File: config.mk
export PLATFORM = sky130hd
export DESIGN_NAME = crc_regengine
export DESIGN_NICKNAME = d
export VERILOG_FILES = /design/src/rtl/crc_eng_pkg.sv /design/src/rtl/crc_xpose.sv /design/src/rtl/crc_step.sv /design/src/rtl/crc_regengine.sv
export SDC_FILE = /design/constraint.sdc
export NUM_CORES = 1
export LEC_CHECK = 0
export ABC_AREA = 1
export BUFFER_PORTS_ARGS = -buffer_cell sky130_fd_sc_hd__buf_2
export CAP_MARGIN = 20
export CORE_MARGIN = 3
export CORE_UTILIZATION = 45
export DETAILED_ROUTE_END_ITERATION = 10
export PLACE_DENSITY = 0.72
export SLEW_MARGIN = 20
export SYNTH_ARGS = -nofsm -noshare
export SYNTH_HDL_FRONTEND = slang
export SYNTH_SLANG_ARGS = --single-unit
File: constraint.sdc
create_clock -name clk -period 3.6 [get_ports clk]
set_clock_uncertainty 0.2 [all_clocks]
set_input_delay 0.36 -clock clk [delete_from_list [all_inputs] [get_ports clk]]
set_output_delay 0.36 -clock clk [all_outputs]
set_load 0.05 [all_outputs]
File: src/rtl/crc_eng_pkg.sv
package crc_eng_pkg;
   localparam int unsigned WORD_W = 32;
   localparam int unsigned LANES  = WORD_W / 8;

   localparam int unsigned REG_DATA = 0;
   localparam int unsigned REG_POLY = 1;
   localparam int unsigned REG_CTRL = 2;

   typedef enum logic [1:0] {
      TP_NONE  = 2'd0,
      TP_BITS  = 2'd1,
      TP_ALL   = 2'd2,
      TP_BYTES = 2'd3
   } tp_e;

   typedef struct packed {
      logic inv;
      tp_e  out_tp;
      tp_e  in_tp;
      logic seed;
      logic wide;
   } ctrl_t;

   localparam int unsigned CTRL_W = $bits(ctrl_t);

   function automatic logic [1:0] top_lane(input logic [LANES-1:0] m);
      logic [1:0] r;
      r = '0;
      for (int i = 0; i < int'(LANES); i++) begin
         if (m[i]) r = 2'(i);
      end
      return r;
   endfunction
endpackage

File: src/rtl/crc_xpose.sv
module crc_xpose
   import crc_eng_pkg::*;
#(
   parameter int unsigned W = 32
) (
   input  tp_e          mode,
   input  logic [W-1:0] din,
   output logic [W-1:0] dout
);
   localparam int unsigned NB = W / 8;

   if ((W % 8) != 0 || W < 16) begin : g_bad_w
      $error("crc_xpose: W must be a multiple of 8 and at least 16");
   end

   logic [W-1:0] v_all, v_bits, v_bytes;

   for (genvar i = 0; i < W; i++) begin : g_all
      assign v_all[i] = din[W-1-i];
   end

   for (genvar b = 0; b < NB; b++) begin : g_lane
      for (genvar k = 0; k < 8; k++) begin : g_bit
         assign v_bits[b*8+k]  = din[b*8+7-k];
         assign v_bytes[b*8+k] = din[(NB-1-b)*8+k];
      end
   end

   always_comb begin
      unique case (mode)
         TP_BITS:  dout = v_bits;
         TP_ALL:   dout = v_all;
         TP_BYTES: dout = v_bytes;
         default:  dout = din;
      endcase
   end
endmodule

File: src/rtl/crc_step.sv
module crc_step
   import crc_eng_pkg::*;
(
   input  logic              wide,
   input  logic [WORD_W-1:0] crc,
   input  logic [WORD_W-1:0] poly,
   input  logic [7:0]        dat,
   output logic [WORD_W-1:0] nxt
);
   always_comb begin
      logic [WORD_W-1:0] c, p;
      c = wide ? crc  : {crc[15:0], 16'h0};
      p = wide ? poly : {poly[15:0], 16'h0};
      c = c ^ {dat, 24'h0};
      for (int i = 0; i < 8; i++) begin
         c = c[WORD_W-1] ? ({c[WORD_W-2:0], 1'b0} ^ p) : {c[WORD_W-2:0], 1'b0};
      end
      nxt = wide ? c : {16'h0, c[WORD_W-1:16]};
   end
endmodule

File: src/rtl/crc_regengine.sv
module crc_regengine
   import crc_eng_pkg::*;
#(
   parameter logic [31:0] POLY_RST    = 32'h04C11DB7,
   parameter logic [31:0] SEED_RST    = 32'hFFFFFFFF,
   parameter int unsigned STEP_CYCLES = 2,
   parameter int unsigned ADDR_W      = 2
) (
   input  logic              clk,
   input  logic              rst_n,
   input  logic              bus_sel,
   input  logic              bus_wr,
   input  logic [ADDR_W-1:0] bus_addr,
   input  logic [3:0]        bus_be,
   input  logic [31:0]       bus_wdata,
   output logic [31:0]       bus_rdata,
   output logic              bus_ready,
   output logic              busy
);
   localparam int unsigned PH_W = (STEP_CYCLES > 1) ? $clog2(STEP_CYCLES) : 1;

   if (STEP_CYCLES < 1) begin : g_bad_step
      $error("crc_regengine: STEP_CYCLES must be at least 1");
   end
   if (ADDR_W < 2) begin : g_bad_addr
      $error("crc_regengine: ADDR_W must be at least 2");
   end

   ctrl_t             ctrl_q;
   logic [WORD_W-1:0] poly_q, crc_q, word_q;
   logic [LANES-1:0]  pend_q;
   logic [PH_W-1:0]   phase_q;

   logic              wr_acc, commit, mode_wide, mode_seed;
   logic              a_data, a_poly, a_ctrl;
   logic [1:0]        lane;
   logic [7:0]        cur_byte;
   logic [WORD_W-1:0] wd_tp, crc_nxt, seed_val, poly_val;
   logic [LANES-1:0]  be_rev, be_tp;
   logic [15:0]       res16;
   logic [WORD_W-1:0] res32, result;

   assign busy      = |pend_q;
   assign bus_ready = ~busy;
   assign wr_acc    = bus_sel & bus_wr & bus_ready;
   assign mode_wide = ctrl_q.wide;
   assign mode_seed = ctrl_q.seed;
   assign a_data    = (bus_addr == ADDR_W'(REG_DATA));
   assign a_poly    = (bus_addr == ADDR_W'(REG_POLY));
   assign a_ctrl    = (bus_addr == ADDR_W'(REG_CTRL));

   // input ordering on the write word, strobes follow the byte moves
   crc_xpose #(.W(WORD_W)) u_in_tp (
      .mode (ctrl_q.in_tp),
      .din  (bus_wdata),
      .dout (wd_tp)
   );

   for (genvar i = 0; i < LANES; i++) begin : g_be_rev
      assign be_rev[i] = bus_be[LANES-1-i];
   end
   assign be_tp = (ctrl_q.in_tp == TP_ALL || ctrl_q.in_tp == TP_BYTES) ? be_rev : bus_be;

   // byte merge for seed and polynomial writes
   always_comb begin
      seed_val = crc_q;
      poly_val = poly_q;
      for (int i = 0; i < int'(LANES); i++) begin
         if (bus_be[i]) begin
            seed_val[i*8 +: 8] = bus_wdata[i*8 +: 8];
            poly_val[i*8 +: 8] = bus_wdata[i*8 +: 8];
         end
      end
      if (!ctrl_q.wide) seed_val[WORD_W-1:16] = '0;
   end

   // highest pending lane is folded next
   assign lane     = top_lane(pend_q);
   assign cur_byte = word_q[{lane, 3'b000} +: 8];
   assign commit   = busy && (phase_q == PH_W'(STEP_CYCLES - 1));

   crc_step u_step (
      .wide (ctrl_q.wide),
      .crc  (crc_q),
      .poly (poly_q),
      .dat  (cur_byte),
      .nxt  (crc_nxt)
   );

   always_ff @(posedge clk or negedge rst_n) begin
      if (!rst_n) begin
         ctrl_q  <= '0;
         poly_q  <= POLY_RST;
         crc_q   <= SEED_RST;
         word_q  <= '0;
         pend_q  <= '0;
         phase_q <= '0;
      end else if (wr_acc) begin
         if (a_data) begin
            if (ctrl_q.seed) begin
               crc_q <= seed_val;
            end else begin
               word_q  <= wd_tp;
               pend_q  <= be_tp;
               phase_q <= '0;
            end
         end else if (a_poly) begin
            poly_q <= poly_val;
         end else if (a_ctrl && bus_be[0]) begin
            ctrl_q <= ctrl_t'(bus_wdata[CTRL_W-1:0]);
         end
      end else if (busy) begin
         if (commit) begin
            crc_q        <= crc_nxt;
            pend_q[lane] <= 1'b0;
            phase_q      <= '0;
         end else begin
            phase_q <= phase_q + 1'b1;
         end
      end
   end

   // result path: ordering then inversion, within the selected width
   crc_xpose #(.W(16)) u_out16 (
      .mode (ctrl_q.out_tp),
      .din  (crc_q[15:0]),
      .dout (res16)
   );
   crc_xpose #(.W(WORD_W)) u_out32 (
      .mode (ctrl_q.out_tp),
      .din  (crc_q),
      .dout (res32)
   );

   always_comb begin
      if (ctrl_q.wide) result = res32 ^ {WORD_W{ctrl_q.inv}};
      else             result = {16'h0, res16 ^ {16{ctrl_q.inv}}};
   end

   always_comb begin
      if (a_data)      bus_rdata = result;
      else if (a_poly) bus_rdata = poly_q;
      else if (a_ctrl) bus_rdata = {{(WORD_W-CTRL_W){1'b0}}, ctrl_q};
      else             bus_rdata = '0;
   end
endmodule

==> results.txt, run 1 <==
* Run status: finished, violations left
- Violations in the final reports: negative setup slack
- Total area of multi-input combinational cells: 9000 µm²
- After detailed routing, the average wire length per cell comes to 21.3 µm.
- Beginning of the worst hold path: bus_wdata[23]
- Setup repair after global routing could not meet its margin everywhere.
- Critical-path top delay cell: sky130_fd_sc_hd__dfrtp_1
* Biggest area consumer among synthesized cells: sky130_fd_sc_hd__nand2_1
- Standard cell core area: 26,400 µm²
- Data required time at the worst endpoint: 3700 ps
* Final-report max-slew violation count: 0
- Using the TritonRoute via totals, the vias-per-cell ratio works out to 5.76.
- After global routing the overflow that remains totals 0.
- Setup total negative slack on the finished layout was measured at -7830 ps.
- Longest Clk Path Bufs: 2
- Launch point of the worst reg-to-reg path: pend_q[3]
* Number of top-level design ports: 76
- Async set or reset register ratio after synthesis: 1.00
- For this run, the slowest stage of the critical path takes 430 ps.
- Floorplan die width: 171 µm
- Sorting the synthesized cells by area gives the leading types as sky130_fd_sc_hd__nand2_1, sky130_fd_sc_hd__dfrtp_1, sky130_fd_sc_hd__dfstp_2.
- Across the run, the number of max-cap violations was 0.
* Clock slew at the register clock pins of the worst setup and hold paths: 90 ps
- Filler cell count in the final layout: 2,551
- The detailed router finished its first iteration with 1,782 violations.
* Pin slew with the least headroom to its limit: 1010 ps
- STA puts the critical path data arrival time at 4040 ps.
* Global router's overall resource usage: 0.374
- Of the available clock period, the critical path in the final layout requires 1.09.
- Number of input and output port buffers inserted: 75
- Crit end category: flip-flop
- Number of cells produced by synthesis: 2,069
* Endpoints failing setup: 32
- Measured against its own limit, the worst slew margin works out to 0.326.
* Remaining design rule violation count: 0
* Type of the tightest min-delay check: in -> reg
* DIE AREA: 29,200 µm²
- For this run, the top clock speed supported by timing is 0.254 GHz.
* Number of routed nets with antenna violations: 0
- Vias in the first global route: 13,980
- Area share of the largest cell type after synthesis: 0.229
* Antenna cells: 0
* Part of the Yosys area used for sequential elements: 0.225
- The synthesized design contains 0 enable-type register cells.
* Critical register-to-register path endpoint: crc_q[18]
- Counting cells, the worst reg-to-reg path comes to 30.
- Registers take 2760 µm².
- Entering global routing, the biggest net connects 54 pins.
* Clock latency at the later pin of the worst-skew pair: 370 ps
* Worst hold-check slack: 115 ps
* Delay-heaviest family, CP: simple AND/OR/NAND/NOR gates
* Number of vias in the routed layout: 15,208
* GPL Wtd Cong: 1.01
* Post-layout nets: 2,340
- Vertical die dimension: 171 µm
- Once routing completed, OpenROAD measured the worst setup slack at -338 ps.
* Net count after synthesis: 2,111
* Warning count from the yosys run: 0
- Post-synthesis sequential element count: 108
- Slack of the worst reg-to-reg path: -340 ps
- Number of hold violations in the final report: 0
* Placed instance area: 14,300 µm²
* Post-synthesis average cell area: 5.92 µm²
* Number of antenna violations at the first check in global routing: 1
- Kind of launch point of the worst setup path: flip-flop
* Top cell by count, worst path: sky130_fd_sc_hd__nand2_2
- The critical path in this run is classified as reg -> reg.
- Detailed placement finished with a half-perimeter wire length of 43,000 µm.
- The cell sitting at the root of the clock tree is a sky130_fd_sc_hd__clkbuf_16.
- Htree depth: 3
- After detailed routing, the total wire length is 56,200 µm.
- TritonCTS clock tree: done
- Starting Density: 0.463
- Worst Hold Endpoint: poly_q[23]
* Critical path fanouts, max: 8
- Before antenna repair, the detailed router went through 5 iterations.
* Final instance area: 16,000 µm²
* Most common cell after layout, fill and taps aside: sky130_fd_sc_hd__nand2_1
* Count of buffer and inverter cells on the critical path: 8
* Worst Hold Path Cells: 3
- Most frequent cells in the layout: sky130_fd_sc_hd__nand2_1, sky130_fd_sc_hd__buf_4, sky130_fd_sc_hd__inv_1
- The synthesized netlist occupies a cell area of 12,200 µm².
- TritonCTS created 9 clock buffers.
- In the final layout, the share of cells above drive strength 1 is 0.270.
- In the synthesized netlist the dominant register cell turns out to be sky130_fd_sc_hd__dfrtp_1.
- The routed design could run at a clock period as short as 3940 ps.
* Core Rows: 59
- The clock drives 108 sinks.
- Relative to the synthesized area, the layout overhead comes to 30.7%.
- Global-route wire length before repair: 83,100 µm
- Post-synthesis cell type count: 49
-- per-layer routing --
| metal | global-route usage | up-vias | part of all wire |
|---|---|---|---|
| met5 | 0 | - | 0 |
| met4 | 0.170 | 0 | 0.053 |
| met3 | 0.0397 | 145 | 0.087 |
| met2 | 0.592 | 830 | 0.45 |
| met1 | 0.515 | 7113 | 0.41 |
| li1 | - | 7120 | - |
-- through the flow --
stage,util,cells,setup WS [ps]
6_report,0.605,2638,-338
5_1_grt,0.605,2638,-544
4_1_cts,0.581,2621,-254
3_5_place_dp,0.542,2595,-401
3_3_place_gp,0.542,2595,-325
2_1_floorplan,-,2069,131
-- registers in the layout (all words and copies together), names as in the netlist --
name and cells:
poly_q 32, pend_q 4, crc_q 32, ctrl_q 5, mode_wide 1, word_q 32, phase_q 1, mode_seed 1
-- cells in the mapped netlist, types with 12 or more instances --
library cell and count:
sky130_fd_sc_hd__nand2_1 746, sky130_fd_sc_hd__dfstp_2 46, sky130_fd_sc_hd__xor2_1 70, sky130_fd_sc_hd__o21ai_0 189, sky130_fd_sc_hd__nor2_1 97, sky130_fd_sc_hd__buf_2 27
sky130_fd_sc_hd__clkinv_1 15, sky130_fd_sc_hd__inv_1 196, sky130_fd_sc_hd__dfrtp_1 62, sky130_fd_sc_hd__clkbuf_1 54, sky130_fd_sc_hd__xnor2_1 74, sky130_fd_sc_hd__o21ai_1 24
sky130_fd_sc_hd__o211ai_1 14, sky130_fd_sc_hd__nand3_1 165, sky130_fd_sc_hd__o22ai_1 56, sky130_fd_sc_hd__buf_6 12, sky130_fd_sc_hd__a21oi_1 96
-- tightest hold or removal path, delay by kind of cell --
family                 cells  cell delay (ps)
buffers and inverters      2              220
AOI/OAI and AO/OA          1               90
-- area by class of cell --
type	instances	share of cell area
multi-input cells	1628	0.563
flip-flops and latches	108	0.173
repair buffers	328	0.166
inverters	223	0.0531
well taps	335	0.0262
clock buffers	9	0.0141
clock inverters	7	0.00485
-- repair_timing --
| action | CTS | global route |
|---|---|---|
| pin swaps | 71 | 60 |
| gates resized for setup | 153 | 113 |
| hold endpoints to repair | 31 | 0 |
| gates cloned | 4 | 5 |
| hold buffers | 1 | 0 |
| buffers inserted | 9 | 13 |
| setup endpoints to repair | 32 | 34 |
-- how the worst max path moves through the flow --
| stage | from | endpoint | slack [ps] | cells past startpoint |
|---|---|---|---|---|
| after detailed placement | pend_q[3] | crc_q[23] | -400 | 25 |
| after global routing | pend_q[3] | crc_q[2] | -540 | 35 |
| after CTS | pend_q[3] | crc_q[5] | -250 | 36 |
| after global placement | pend_q[2] | crc_q[21] | -330 | 28 |
| after floorplan | pend_q[2] | word_q[29] | 130 | 12 |
| final | pend_q[3] | crc_q[18] | -340 | 30 |
-- logic make-up after synthesis --
family,synth area share
AOI/OAI and AO/OA,0.195
buffers and inverters,0.116
and+or+nand+nor,0.353
xor gates and xnor gates,0.110
muxes,0.00164
DFF,0.225
Power of run 1 is not shown: default switching activity piles up to over one toggle a cycle in this logic, so the estimate is an artifact.
==> run 2: changes to the inputs <==
Settings changed: GPL_ROUTABILITY_DRIVEN set to 0, PLACE_DENSITY 0.72 to 0.68.
==> run 2 against run 1 <==
Net effect:
- the flow still finishes with violations (negative setup slack)
- cell count is 1.8% lower
- global-route usage decreased by 2.4 points
- worst setup slack got worse by 150 ps
- utilization is 2.3 points lower
- non-clock buffer count decreased by 46
- register-to-register slack got worse by 150 ps
- die area is the same
- first-iteration DRC count rose by 19%
- critical path depth fell by 4
- via count up 0.79%
- largest cell class unchanged
==> results.txt, run 2 (synthesis gave the netlist of run 1 again) <==
- The count of max-cap constraint violations came to 0 (unchanged).
- The global-route total usage across every layer was 0.349 (was 0.374).
* Antenna cells: 0 (unchanged)
- The number of cells on the worst hold path is 3 (unchanged).
* Kind of launch point of the worst setup path: flip-flop (unchanged)
- The kind of critical path is reg -> reg (unchanged).
- Beginning of the worst hold path: bus_wdata[7] (was bus_wdata[23])
* Launch point of the worst reg-to-reg path: mode_wide (was pend_q[3])
* Fraction of layout cells with a size suffix above 1: 0.247 (was 0.270)
* Detailed-router iteration count before antenna repair: 7 (was 5)
* Stage delay of the slowest cell on the critical path: 440 ps (was 430 ps)
* Post-layout nets: 2,293 (was 2,340)
- Busiest metal layer after global routing: met2 (unchanged)
- Core Rows: 59 (unchanged)
- Slack of the worst reg-to-reg path: -490 ps (was -340 ps)
* Min Tclk post-route: 4090 ps (was 3940 ps)
- The final global-route overflow total is 0 (unchanged).
- Setup repair after global routing missed its margin: yes (unchanged).
- The post-route fraction of the period consumed by the critical path is 1.13 (was 1.09).
- The cell type of the slowest stage on the worst timing path is sky130_fd_sc_hd__dfrtp_2 (was sky130_fd_sc_hd__dfrtp_1).
- Top cell by count, worst path: sky130_fd_sc_hd__nand2_1 (was sky130_fd_sc_hd__nand2_2)
- TritonCTS clock tree: done (unchanged)
* Via density: 5.92 (was 5.76)
- The total DRC errors in the routed layout is 0 (unchanged).
- The die outline height came to 171 µm (unchanged).
- DIE AREA: 29,200 µm² (unchanged)
- Final-report max-slew violation count: 0 (unchanged)
* Setup_tns: -11,600 ps (was -7830 ps)
- GR Util met3: 0.0936 (was 0.0397)
- The average detailed-routed wire length per instance came to 20.3 µm (was 21.3 µm).
* Data arrival time of the critical path: 4180 ps (was 4040 ps)
- The area of the core is 26,400 µm² (unchanged).
- The fraction of met1 tracks used by global routing came to 0.469 (was 0.515).
* Number of input and output port buffers inserted: 75 (unchanged)
* Endpoints failing setup: 32 (unchanged)
* Global-route wire length before repair: 79,300 µm (was 83,100 µm)
* Clock slew at the register clock pins of the worst setup and hold paths: 90 ps (about the same)
* Routed wire length: 52,500 µm (was 56,200 µm)
- The cell type group with the largest total delay on the critical path was simple AND/OR/NAND/NOR gates (unchanged).
- The met2 routing resource usage after global routing is 0.519 (was 0.592).
* Pin count of the biggest net entering global routing: 59 (was 54)
- Signed area change from the synthesized netlist to the final layout: 25.7% (was 30.7%)
- Worst Hold Endpoint: poly_q[7] (was poly_q[23])
* Sinks on Clock Net: 108 (unchanged)
- The kind of capture point of the worst setup path is a flip-flop (unchanged).
- Most frequent cells in the layout: sky130_fd_sc_hd__nand2_1, sky130_fd_sc_hd__inv_1, sky130_fd_sc_hd__o21ai_0 (was sky130_fd_sc_hd__nand2_1, sky130_fd_sc_hd__buf_4, sky130_fd_sc_hd__inv_1)
- The largest buffer count on any clock path came to 2 (unchanged).
- The top-level port count came to 76 (unchanged).
- Number of clock buffers inserted by TritonCTS: 9 (unchanged)
- Clock tree root driver cell: sky130_fd_sc_hd__clkbuf_16 (unchanged)
- Clock latency at the later pin of the worst-skew pair: 360 ps (was 370 ps)
- Number of routed nets with antenna violations: 0 (unchanged)
* Most common cell after layout, fill and taps aside: sky130_fd_sc_hd__nand2_1 (unchanged)
* Data required time at the worst endpoint: 3690 ps (was 3700 ps)
* Registers with the highest flip-flop counts: crc_q x32, poly_q x32, word_q x32 (unchanged)
- Number of cells traversed by the worst register-to-register path: 26 (was 30)
- The H-tree depth reported by CTS came to 3 (unchanged).
- Critical register-to-register path endpoint: crc_q[9] (was crc_q[18])
- Run status: finished, violations left (unchanged)
* Half-perimeter wire length after detailed placement: 39,000 µm (was 43,000 µm)
- The horizontal extent of the die came to 171 µm (unchanged).
- Pin slew with the least headroom to its limit: 943 ps (was 1010 ps)
* Number of hold violations in the final report: 0 (unchanged)
- The number of antenna violations at the first check in global routing was 0 (was 1).
- Worst setup path start: mode_wide (was pend_q[3])
- Maximum clock frequency: 0.245 GHz (was 0.254 GHz)
- The final core utilization was 0.583 (was 0.605).
- The maximum fanout along the worst path is 17 (was 8).
- Starting Density: 0.463 (unchanged)
- Iter 0 DRT Violations: 2,117 (was 1,782)
* Number of vias in the routed layout: 15,328 (was 15,208)
- Vias in the first global route: 13,839 (was 13,980)
* Count of buffer and inverter cells on the critical path: 6 (was 8)
- Headroom to the max-slew limit: 0.371 (was 0.326)
* Setup slack of the critical path after layout: -485 ps (was -338 ps)
- Violations in the final reports: negative setup slack (unchanged)
* Type of the tightest min-delay check: in -> reg (unchanged)
## run 2: repair_timing
item	CTS	global route
pin swaps	58	74
hold buffers	1	0
buffers inserted	16	7
hold endpoints to repair	41	0
gates resized for setup	124	92
gates cloned	4	0
setup endpoints to repair	32	37
## run 2: metrics by stage
stage,setup slack (ps),std cells,hold WS [ps],instance area (µm²)
after floorplan,131,2069,-136,12200
after global placement,-327,2549,260,13900
after detailed placement,-452,2549,258,13900
after CTS,-297,2585,106,15000
after global routing,-719,2591,138,15400
final,-485,2591,115,15400
## run 2: per-layer routing
layer	routed length, µm	vias to the layer above
met3	6800	239
met2	22000	1107
met5	0	-
li1	-	7019
met4	3520	0
met1	20200	6963
## run 2: how the worst max path moves through the flow
stage | endpoint | slack (ps) | cells past startpoint
4_1_cts | crc_q[8] | -300 | 28
3_5_place_dp | crc_q[24] | -450 | 33
3_3_place_gp | crc_q[16] | -330 | 29
5_1_grt | crc_q[9] | -720 | 37
6_report | crc_q[9] | -490 | 26
2_1_floorplan | word_q[29] | 130 | 12
## run 2: worst register-to-register path, cell delays in order, from the launching register on
cell,delay [ps]
sky130_fd_sc_hd__dfrtp_2,440
sky130_fd_sc_hd__buf_4,160
sky130_fd_sc_hd__buf_4,190
sky130_fd_sc_hd__o21ai_2,280
sky130_fd_sc_hd__buf_4,330
sky130_fd_sc_hd__nand3_2,140
sky130_fd_sc_hd__nand2_4,130
sky130_fd_sc_hd__nand3_2,110
sky130_fd_sc_hd__nand2_4,130
sky130_fd_sc_hd__nand2_2,60
sky130_fd_sc_hd__nand2_2,90
sky130_fd_sc_hd__nand2_4,90
sky130_fd_sc_hd__nand2_2,70
sky130_fd_sc_hd__nand2_2,70
sky130_fd_sc_hd__nand2_4,120
sky130_fd_sc_hd__buf_6,130
sky130_fd_sc_hd__buf_12,130
sky130_fd_sc_hd__buf_12,150
sky130_fd_sc_hd__nand2_1,100
sky130_fd_sc_hd__xnor2_2,220
sky130_fd_sc_hd__xor2_1,310
sky130_fd_sc_hd__nand2_1,90
sky130_fd_sc_hd__nand2_1,70
sky130_fd_sc_hd__nor2_1,40
sky130_fd_sc_hd__nand2_1,60
sky130_fd_sc_hd__nand2_1,50
sky130_fd_sc_hd__nand2_1,60
## run 2: final cells by class
class,count,area (µm²)
fillers,2501,11000
multi-input cells,1627,8790
repair buffers,282,2240
well taps,335,419
clock inverters,7,106
clock buffers,9,225
inverters,223,855
flip-flops and latches,108,2760
Power of run 2 is left out for the same reason.
==> run 3: changes to the inputs <==
Settings changed: CTS_CLUSTER_DIAMETER set to 40, PLACE_DENSITY 0.68 to 0.69, SKIP_CTS_REPAIR_TIMING set to 1.
==> run 3 against run 2 <==
Net effect:
- the run still ends with negative setup slack left
- highest routed layer unchanged
- utilization is 0.56 points lower
- via count down 0.35%
- cell count is 0.15% lower
- register-to-register slack better by 60 ps
- largest cell class unchanged
==> results.txt, run 3 (synthesis gave the netlist of run 1 again) <==
- Run status: finished, violations left (unchanged)
* Violations in the final reports: negative setup slack (unchanged)
- The area enclosed by the die boundary came to 29,200 µm² (unchanged).
- The port buffer count is 75 (unchanged).
* Clock slew at the register clock pins of the worst setup and hold paths: 80 ps (was 90 ps)
- Min Tclk post-route: 4020 ps (was 4090 ps)
- Critical-path top delay cell: sky130_fd_sc_hd__dfrtp_2 (unchanged)
- The placed wire-length estimate after detailed placement came to 38,400 µm (was 39,000 µm).
- The classification of the worst-slack hold path is in -> reg (unchanged).
* Per-cell routed wire length: 19.8 µm (was 20.3 µm)
- The clock tree from TritonCTS is done (unchanged).
- The total via count after detailed routing came to 15,274 (was 15,328).
* Crit end category: flip-flop (unchanged)
- Max_cap viols: 0 (unchanged)
* Vertical die dimension: 171 µm (unchanged)
* Post-layout nets: 2,289 (was 2,293)
* Data required time at the worst endpoint: 3710 ps (was 3690 ps)
- The startpoint of the tightest hold check path is bus_wdata[7] (unchanged).
* Registers with the highest flip-flop counts: crc_q x32, poly_q x32, word_q x32 (unchanged)
- Sinks on Clock Net: 108 (unchanged)
* Fraction of layout cells with a size suffix above 1: 0.230 (was 0.247)
- Routed wire length: 51,300 µm (was 52,500 µm)
* Global router's overall resource usage: 0.332 (was 0.349)
- The number of cell rows is 59 (unchanged).
- Number of clock buffers inserted by TritonCTS: 9 (unchanged)
- Stage delay of the slowest cell on the critical path: 490 ps (was 440 ps)
* Iter 0 DRT Violations: 2,278 (was 2,117)
* Antenna cells: 0 (unchanged)
- The timing-limited maximum frequency is 0.249 GHz (was 0.245 GHz).
- The area of the core was 26,400 µm² (unchanged).
- The worst reg-to-reg setup slack was -420 ps (was -490 ps).
- Overflow left after global routing: 0 (unchanged)
- The relative area change from synthesis to final layout was 24.5% (was 25.7%).
* Number of cells in the finished layout apart from fillers: 2,587 (was 2,591)
- The final number of setup-violating endpoints came to 32 (unchanged).
* Number of top-level design ports: 76 (unchanged)
- Clock tree root driver cell: sky130_fd_sc_hd__clkbuf_16 (unchanged)
* Critical register-to-register path endpoint: crc_q[4] (was crc_q[9])
* Headroom to the max-slew limit: 0.411 (was 0.371)
- The clock insertion delay at the later pin of the skew report was 370 ps (was 360 ps).
- Remaining design rule violation count: 0 (unchanged)
- Critical path fanouts, max: 7 (was 17)
- The final worst-path setup slack is -422 ps (was -485 ps).
- The number of cells on the worst hold path came to 3 (unchanged).
- Setup repair after global routing missed its margin: yes (unchanged).
- Global-route wire length before repair: 75,400 µm (was 79,300 µm)
- Number of antenna violations at the first check in global routing: 0 (unchanged)
- Pin count of the biggest net entering global routing: 66 (was 59)
- Launch point of the worst reg-to-reg path: mode_wide (unchanged)
- The placed cell count came to 2,555 (was 2,549).
* Top cell by count, worst path: sky130_fd_sc_hd__nand2_4 (was sky130_fd_sc_hd__nand2_1)
* Data arrival time of the critical path: 4130 ps (was 4180 ps)
- Most frequent cells in the layout: sky130_fd_sc_hd__nand2_1, sky130_fd_sc_hd__inv_1, sky130_fd_sc_hd__o21ai_0 (unchanged).
- Htree depth: 3 (unchanged)
* Via density: 5.90 (was 5.92)
- The number of global-route vias before repair was 13,293 (was 13,839).
- Floorplan die width: 171 µm (unchanged)
* Post-route clock period utilization: 1.12 (was 1.13)
- Worst Hold Endpoint: poly_q[7] (unchanged)
- Kind of launch point of the worst setup path: flip-flop (unchanged)
* Type of the worst setup path: reg -> reg (unchanged)
- The path depth of the worst reg2reg path was 35 (was 26).
- The starting density of the core is 0.463 (unchanged).
- The most frequent standard cell in the layout excluding fill and tap cells is sky130_fd_sc_hd__nand2_1 (unchanged).
* Number of routed nets with antenna violations: 0 (unchanged)
* Final-report max-slew violation count: 0 (unchanged)
- Detailed-router iteration count before antenna repair: 9 (was 7)
* Longest Clk Path Bufs: 2 (unchanged)
- Pin slew with the least headroom to its limit: 883 ps (was 943 ps)
- The total count of hold-check failures in the final report is 0 (unchanged).
run 3: cell types whose count changed in the layout (fill, tap and decap cells not counted), sizes merged:
| cell | delta |
|---|---|
| buf | -10 |
| clkbuf | +7 |
| clkinvlp | -3 |
| inv | +3 |
| bufbuf | -1 |
| bufinv | -1 |
| clkinv | +1 |
run 3: how the worst max path moves through the flow:
| stage | cells after the start | endpoint | startpoint | slack (ps) |
|---|---|---|---|---|
| after global placement | 26 | crc_q[17] | mode_wide | -300 |
| after CTS | 27 | crc_q[1] | mode_wide | -430 |
| after floorplan | 12 | word_q[29] | pend_q[2] | 130 |
| final | 35 | crc_q[4] | mode_wide | -420 |
| after global routing | 35 | crc_q[13] | pend_q[3] | -680 |
| after detailed placement | 27 | crc_q[1] | mode_wide | -410 |
run 3: final cells by class:
| class | count | area [µm²] |
|---|---|---|
| Multi-Input combinational cell | 1627 | 8630 |
| Clock buffer | 9 | 225 |
| Timing Repair Buffer | 278 | 2270 |
| Inverter | 223 | 843 |
| Fill cell | 2560 | 11200 |
| Sequential cell | 108 | 2760 |
| Tap cell | 335 | 419 |
| Clock inverter | 7 | 90.1 |
run 3: layer usage:
| metal | wire length (µm) | global-route usage |
|---|---|---|
| met2 | 21800 | 0.492 |
| met3 | 6970 | 0.0767 |
| met5 | 0 | 0 |
| met4 | 2970 | 0.153 |
| met1 | 19600 | 0.458 |
run 3: per-stage QoR:
stage               hold WS [ps]   util  setup TNS [ps]  instance area, µm²  worst slack [ps]
floorplan                   -136      -               0               12200               131
global placement             261  0.533           -7140               14100              -304
detailed placement           261  0.533          -10400               14100              -407
CTS                        -77.6  0.545          -11010               14400              -426
global route                 110  0.577          -19820               15200              -678
finish                       113  0.577          -11400               15200              -422
run 3: critical path: cells and delay by family (launching register included):
kind | cells | cell delay (ps)
buffers and inverters | 6 | 780
flip-flops | 1 | 490
AO/OA/AOI/OAI | 1 | 90
AND/OR/NAND/NOR | 28 | 2390
Power of run 3 is left out for the same reason.
